File: src/rtl/abql_pkg.sv
// Package: shared helpers for the queue lock.
// Assumes every index passed in is below twice the slot count.
package abql_pkg;

    // Modular reduction of a sum that is known to be below 2*slots.
    function automatic int unsigned slot_wrap(input int unsigned v, input int unsigned slots);
        return (v >= slots) ? (v - slots) : v;
    endfunction

endpackage

File: src/rtl/abql_ticket_alloc.sv
// Ticket allocator: holds the next-ticket counter and issues consecutive
// tickets to the requesters whose take bit is set, lowest index first.
// Assumes NUM_REQ <= NUM_SLOTS, so one subtraction completes any wrap.
module abql_ticket_alloc #(
    parameter int NUM_REQ   = 4,
    parameter int NUM_SLOTS = 4,
    localparam int TW = (NUM_SLOTS > 1) ? $clog2(NUM_SLOTS) : 1
) (
    input  logic                  clk,
    input  logic                  rst_n,
    input  logic [NUM_REQ-1:0]    take_i,
    output logic [NUM_REQ*TW-1:0] tkt_new_o
);

    logic [TW-1:0] next_q;
    logic [TW-1:0] next_d;

    // Rank the takers in index order and derive each one's ticket.
    always_comb begin
        int unsigned run;
        run = 0;
        for (int i = 0; i < NUM_REQ; i++) begin
            tkt_new_o[i*TW +: TW] =
                TW'(abql_pkg::slot_wrap(32'(next_q) + run, NUM_SLOTS));
            run = run + 32'(take_i[i]);
        end
        next_d = TW'(abql_pkg::slot_wrap(32'(next_q) + run, NUM_SLOTS));
    end

    // Advance the counter by the number of tickets issued this cycle.
    always_ff @(posedge clk) begin
        if (!rst_n) begin
            next_q <= '0;
        end else begin
            next_q <= next_d;
        end
    end

endmodule

File: src/rtl/abql_serve_flags.sv
// Serve-flag array: one flag per slot, slot 0 set after reset. An advance
// clears the given slot and sets the following one (modulo NUM_SLOTS).
// Assumes at most one advance per cycle and that the caller passes the
// slot of the current holder.
module abql_serve_flags #(
    parameter int NUM_SLOTS = 4,
    localparam int TW = (NUM_SLOTS > 1) ? $clog2(NUM_SLOTS) : 1
) (
    input  logic                 clk,
    input  logic                 rst_n,
    input  logic                 adv_i,
    input  logic [TW-1:0]        adv_slot_i,
    output logic [NUM_SLOTS-1:0] flags_o
);

    logic [TW-1:0] succ_slot;

    // Successor slot of the releasing holder.
    always_comb begin
        succ_slot = TW'(abql_pkg::slot_wrap(32'(adv_slot_i) + 32'd1, NUM_SLOTS));
    end

    // Move the single set flag from the holder's slot to its successor.
    always_ff @(posedge clk) begin
        if (!rst_n) begin
            flags_o <= NUM_SLOTS'(1);
        end else if (adv_i) begin
            flags_o[adv_slot_i] <= 1'b0;
            flags_o[succ_slot]  <= 1'b1;
        end
    end

endmodule

File: src/rtl/abql_req_slot.sv
// Per-requester record: whether the requester is queued (waiting or
// holding) and which ticket it drew. Assumes take is only raised while
// idle and drop only while queued.
module abql_req_slot #(
    parameter int NUM_SLOTS = 4,
    localparam int TW = (NUM_SLOTS > 1) ? $clog2(NUM_SLOTS) : 1
) (
    input  logic          clk,
    input  logic          rst_n,
    input  logic          take_i,
    input  logic [TW-1:0] tkt_i,
    input  logic          drop_i,
    output logic          queued_o,
    output logic [TW-1:0] tkt_o
);

    // Record a newly drawn ticket, or leave the queue on release.
    always_ff @(posedge clk) begin
        if (!rst_n) begin
            queued_o <= 1'b0;
            tkt_o    <= '0;
        end else if (take_i) begin
            queued_o <= 1'b1;
            tkt_o    <= tkt_i;
        end else if (drop_i) begin
            queued_o <= 1'b0;
        end
    end

endmodule

File: src/rtl/abql_queue_lock.sv
// Top: FIFO lock built from a ticket counter and a one-hot serve array.
// A requester is granted while it is queued and the flag of its slot is
// set. Assumes NUM_SLOTS >= NUM_REQ and one-cycle request pulses.
module abql_queue_lock #(
    parameter int NUM_REQ   = 4,
    parameter int NUM_SLOTS = 4,
    localparam int TW = (NUM_SLOTS > 1) ? $clog2(NUM_SLOTS) : 1
) (
    input  logic                  clk,
    input  logic                  rst_n,
    input  logic [NUM_REQ-1:0]    acq_req,
    input  logic [NUM_REQ-1:0]    rel_req,
    output logic [NUM_REQ-1:0]    grant,
    output logic [NUM_REQ*TW-1:0] ticket,
    output logic                  rel_err
);

    logic [NUM_REQ-1:0]    queued;
    logic [NUM_REQ-1:0]    take;
    logic [NUM_REQ-1:0]    rel_ok;
    logic [NUM_REQ-1:0]    rel_bad;
    logic [NUM_REQ*TW-1:0] tkt_new;
    logic [TW-1:0]         tkt_q [NUM_REQ];
    logic [NUM_SLOTS-1:0]  flags;
    logic                  adv;
    logic [TW-1:0]         adv_slot;

    // Only idle requesters may draw a ticket.
    always_comb begin
        take = acq_req & ~queued;
    end

    // Split release pulses into valid (from the holder) and invalid ones.
    always_comb begin
        rel_ok  = rel_req & grant;
        rel_bad = rel_req & ~grant;
        adv     = |rel_ok;
    end

    // Select the slot of the releasing holder.
    always_comb begin
        adv_slot = '0;
        for (int i = 0; i < NUM_REQ; i++) begin
            if (rel_ok[i]) begin
                adv_slot = adv_slot | tkt_q[i];
            end
        end
    end

    abql_ticket_alloc #(
        .NUM_REQ   (NUM_REQ),
        .NUM_SLOTS (NUM_SLOTS)
    ) alloc_i (
        .clk       (clk),
        .rst_n     (rst_n),
        .take_i    (take),
        .tkt_new_o (tkt_new)
    );

    abql_serve_flags #(
        .NUM_SLOTS (NUM_SLOTS)
    ) flags_i (
        .clk        (clk),
        .rst_n      (rst_n),
        .adv_i      (adv),
        .adv_slot_i (adv_slot),
        .flags_o    (flags)
    );

    for (genvar g = 0; g < NUM_REQ; g++) begin : g_req
        abql_req_slot #(
            .NUM_SLOTS (NUM_SLOTS)
        ) slot_i (
            .clk      (clk),
            .rst_n    (rst_n),
            .take_i   (take[g]),
            .tkt_i    (tkt_new[g*TW +: TW]),
            .drop_i   (rel_ok[g]),
            .queued_o (queued[g]),
            .tkt_o    (tkt_q[g])
        );

        // A queued requester holds the lock while its slot flag is set.
        assign grant[g] = queued[g] & flags[tkt_q[g]];
        assign ticket[g*TW +: TW] = tkt_q[g];
    end

    // Flag a release from a non-holder for one cycle.
    always_ff @(posedge clk) begin
        if (!rst_n) begin
            rel_err <= 1'b0;
        end else begin
            rel_err <= |rel_bad;
        end
    end

endmodule

File: config.mk
export PLATFORM = sky130hd
export DESIGN_NAME = abql_queue_lock
export DESIGN_NICKNAME = d
export VERILOG_FILES = /design/src/rtl/abql_pkg.sv /design/src/rtl/abql_ticket_alloc.sv /design/src/rtl/abql_serve_flags.sv /design/src/rtl/abql_req_slot.sv /design/src/rtl/abql_queue_lock.sv
export SDC_FILE = /design/constraint.sdc
export NUM_CORES = 1
export LEC_CHECK = 0
export BUFFER_PORTS_ARGS = -buffer_cell sky130_fd_sc_hd__buf_2
export CAP_MARGIN = 20
export CORE_MARGIN = 2
export CORE_UTILIZATION = 48
export DETAILED_ROUTE_END_ITERATION = 8
export HOLD_SLACK_MARGIN = 0.12
export MAX_ROUTING_LAYER = met4
export PLACE_DENSITY = 0.76
export SYNTH_ARGS = -nofsm -noshare
export SYNTH_HDL_FRONTEND = slang
export SYNTH_SLANG_ARGS = --single-unit
File: constraint.sdc
create_clock -name clk -period 2.11 [get_ports clk]
set_clock_uncertainty 0.1 [all_clocks]
set_input_delay 0.1055 -clock clk [delete_from_list [all_inputs] [get_ports clk]]
set_output_delay 0.1055 -clock clk [all_outputs]
set_load 0.01 [all_outputs]
==> summary.md <==
| Metric | Value |
|---|---|
| Status | `completed` |
| CP required | `2.19 ns` |
| Initial Util | `51.8%` |
| Internal power | `798 uW` |
| Power Density | `886 mW/mm^2` |
| Unrepaired setup endpoints after global routing | `no` |
| Crit path cell chain | `dlygate4sd3_1 > buf_2 > nor2b_2 > fa_1 > fa_1 > xnor2_1 > nor2_1` |
| Post-DR wirelength/cell | `14.9 um` |
| Post-DRT Antenna Nets | `0` |
| FF-to-FF Start | `g_req[1].slot_i.queued_o` |
| Max FO, Critical Path | `2` |
| Netlist cell types | `31` |
| Final Core Density | `64.7%` |
| Clock Path Buffers | `2` |
| Final setup vio count | `0` |
| Setup WS post-layout | `roughly 0.089 ns` |
| Capturing point of the worst reg2reg path | `alloc_i.next_q[1]` |
| Crit share post-route | `95.8%` |
| DRT iter0 DRCs | `21` |
| Final HPWL DP | `2060 um` |
| Synthesis-stage register bit count | `19` |
| Largest net degree at the start of global routing | `14` |
| Final wirelength | `2810 um` |
| Period minus WS final | `~2.0 ns` |
| Core footprint | `0.00225 mm^2` |
| Hold Crit Start | `rel_req[0]` |
| Fmax | `just under 500 MHz` |
| Drt via density | `5.52` |
| Post-route DRC | `0` |
| Worst reg-to-reg setup slack | `0.17 ns` |
| Htree depth | `1` |
| WP data arrival | `approximately 2.1 ns` |
| Seq pwr share | `a little over two fifths` |
| Congestion Overflow GR | `0` |
| Synth top area share | `around 33%` |
| Comb pwr share | `41.7%` |
| Yosys top cell by area | `dfxtp_1` |
| Slowest stage cell, crit path | `dlygate4sd3_1` |
| Max VDD drop | `0.461 mV` |
| First-pass GRT wire length | `4620 um` |
| Fin nets | `177` |
| Sum Neg Setup Slack | `0 ns` |
| # rows | `17` |
| Antenna fix cells | `0` |
| Sequential area share after synthesis | `32.5%` |
| Clock Latency Late Sink | `approximately 0.29 ns` |
| Startpoint types | `input pin` |
| Switch share | `38.3%` |
| CTS tree | `done` |
| Post-Syn Area | `0.00117 mm^2` |
| Cts bufs inserted | `3` |
| Mapped Cells | `123` |
| Syn nets | `139` |
| I/O pins | `23` |
| Clock Power Share | `between 10% and 20%` |
| PortBufs | `22` |
| End of the critical path | `alloc_i.next_q[1]` |
| Vias in the first global route | `979` |
| Tot Pwr | `1.29 mW` |
| Synth top area cells | `dfxtp_1, mux2i_1, nor2_1` |
| Final estimated routing congestion in global placement | `0.922` |
| Static Leak | `about 0.65 nW` |
| Hold WC Path Type | `input pin to register` |
| Max cap viols | `0` |
| Vias | `1037` |
| Worst slew margin | `71.1%` |
| Initial antenna violation count | `0` |
| Worst Max-Slew Pin Slew | `0.430 ns` |
| Sink Count | `19` |
| GRT Resource Usage Total | `23.3%` |
| CP Class | `input pin to register` |
| Die Wd | `53.3 um` |
| Clock transition at path regs | `0.11 ns` |
| Root Driver | `clkbuf_4` |
| Drt first pass iters | `4` |
| Slowest stage delay, CP | `0.53 ns` |
| Min Hold Slack | `0.158 ns` |
| Yosys warning count | `0` |
| P_sw | `494 uW` |
| Die Height | `53.3 um` |
| Layout area overhead | `24.8%` |
| Fraction of layout cells with a size suffix above 1 | `22.5%` |
| Final hold vios | `0` |
| Most used cell along the critical path | `fa_1` |
| Worst setup EP type | `register` |
| Slew Limit Fails | `0` |
| Die footprint | `0.00285 mm^2` |
| Reg2Reg Depth | `5` |
| Avg Cell Area, Syn | `9.50 um^2` |
| Critical Path Source | `acq_req[0]` |
| Dpl ws | `0.211 ns` |
==> timing repair <==
| action | CTS | global route |
|---|---|---|
| setup endpoints to repair | 0 | 2 |
| hold buffers | 10 | 0 |
| setup buffers | 0 | 0 |
| gates resized for setup | 0 | 2 |
| endpoints found under the hold margin | 9 | 0 |
==> final cells by class <==
| class | count | area (um^2) |
|---|---|---|
| Fill cell | 208 | 796 |
| Multi-Input combinational cell | 97 | 763 |
| Sequential cell | 19 | 380 |
| Timing Repair Buffer | 35 | 235 |
| Tap cell | 28 | 35.0 |
| Clock buffer | 4 | 26.3 |
| Inverter | 5 | 18.8 |
==> metrics by stage <==
step / cell area [um^2] / std cells
final: 1460 / 188
after detailed placement: 1330 / 174
after floorplan: 1170 / 123
after global placement: 1330 / 174
after CTS: 1450 / 188
after global routing: 1460 / 188
==> cell usage in the layout, fill, tap and decap left out, drive strengths merged <==
cell / n
buf: 24
mux2i: 21
dfxtp: 19
nor2: 15
dlygate4sd3: 10
nand2: 8
nand3: 8
o21ai: 6
inv: 5
clkbuf: 5
xnor2: 4
o22ai: 4
ha: 4
nor2b: 4
mux2: 2
o211a: 2
a2bb2oi: 2
xor2: 2
a31oi: 2
nor3: 2
fa: 2
nand4b: 2
and2: 1
a21oi: 1
a211oi: 1
o41ai: 1
o311ai: 1
o31ai: 1
o32a: 1
==> critical path, delay by kind of cell <==
family | cells | cell delay [ns]
simple gates | 2 | 0.23
fa+ha+maj | 2 | 0.93
xor+xnor | 1 | 0.18
buf+inv | 2 | 0.66
==> synthesized netlist by cell type <==
cell type / instances
mux2_4: 2
o32a_1: 1
a2bb2oi_1: 2
and2_1: 1
o21ai_0: 4
inv_1: 5
nand4b_1: 1
nor2b_1: 4
xnor2_1: 4
mux2i_1: 21
xor2_1: 2
fa_1: 2
o311ai_0: 1
nand2_1: 8
nor2_1: 14
buf_2: 1
nor2_4: 1
o21ai_2: 2
clkbuf_1: 1
ha_1: 4
o211a_1: 2
a31oi_1: 2
a211oi_1: 1
nor3_1: 2
a21oi_1: 1
o31ai_1: 1
nand4b_2: 1
o41ai_4: 1
o22ai_1: 4
nand3_1: 8
dfxtp_1: 19
==> power by group through the flow <==
stage	Combinational (mW)	Clock, mW	Sequential [mW]
final	0.539	0.186	0.567
after detailed placement	0.512	0	0.573
after global placement	0.497	0	0.567
after CTS	0.538	0.192	0.565
after floorplan	0.371	0	0.552
after global routing	0.600	0.205	0.579
==> worst min-delay path by stage <==
stage | end | cells past startpoint
2_1_floorplan | g_req[1].slot_i.queued_o | 1
3_3_place_gp | g_req[2].slot_i.queued_o | 2
3_5_place_dp | g_req[2].slot_i.queued_o | 2
4_1_cts | g_req[0].slot_i.queued_o | 4
5_1_grt | rel_err | 4
6_report | rel_err | 4
==> logic make-up (layout without fill, tap and decap cells) <==
group           count (synthesis)  after routing  synth area share (%)
xor+xnor                        6              6                  4.50
flops                          19             19                  32.5
buf+inv                         7             44                  2.35
simple gates                   40             40                  17.0
fa+ha+maj                       6              6                  7.71
compound gates                 22             22                  15.3
mux                            23             23                  20.6
==> per-layer routing <==
metal | vias up | share of wire [%] | routed length (um) | track usage (%)
met4 | 0 | 0.61 | 17 | 6.41
met1 | 495 | 48 | 1360 | 30.2
met5 | - | 0 | 0 | -
met3 | 2 | 3.8 | 108 | 4.24
li1 | 518 | - | - | -
met2 | 22 | 47 | 1330 | 37.2
No activity file was read; power rests on OpenSTA's default activity.
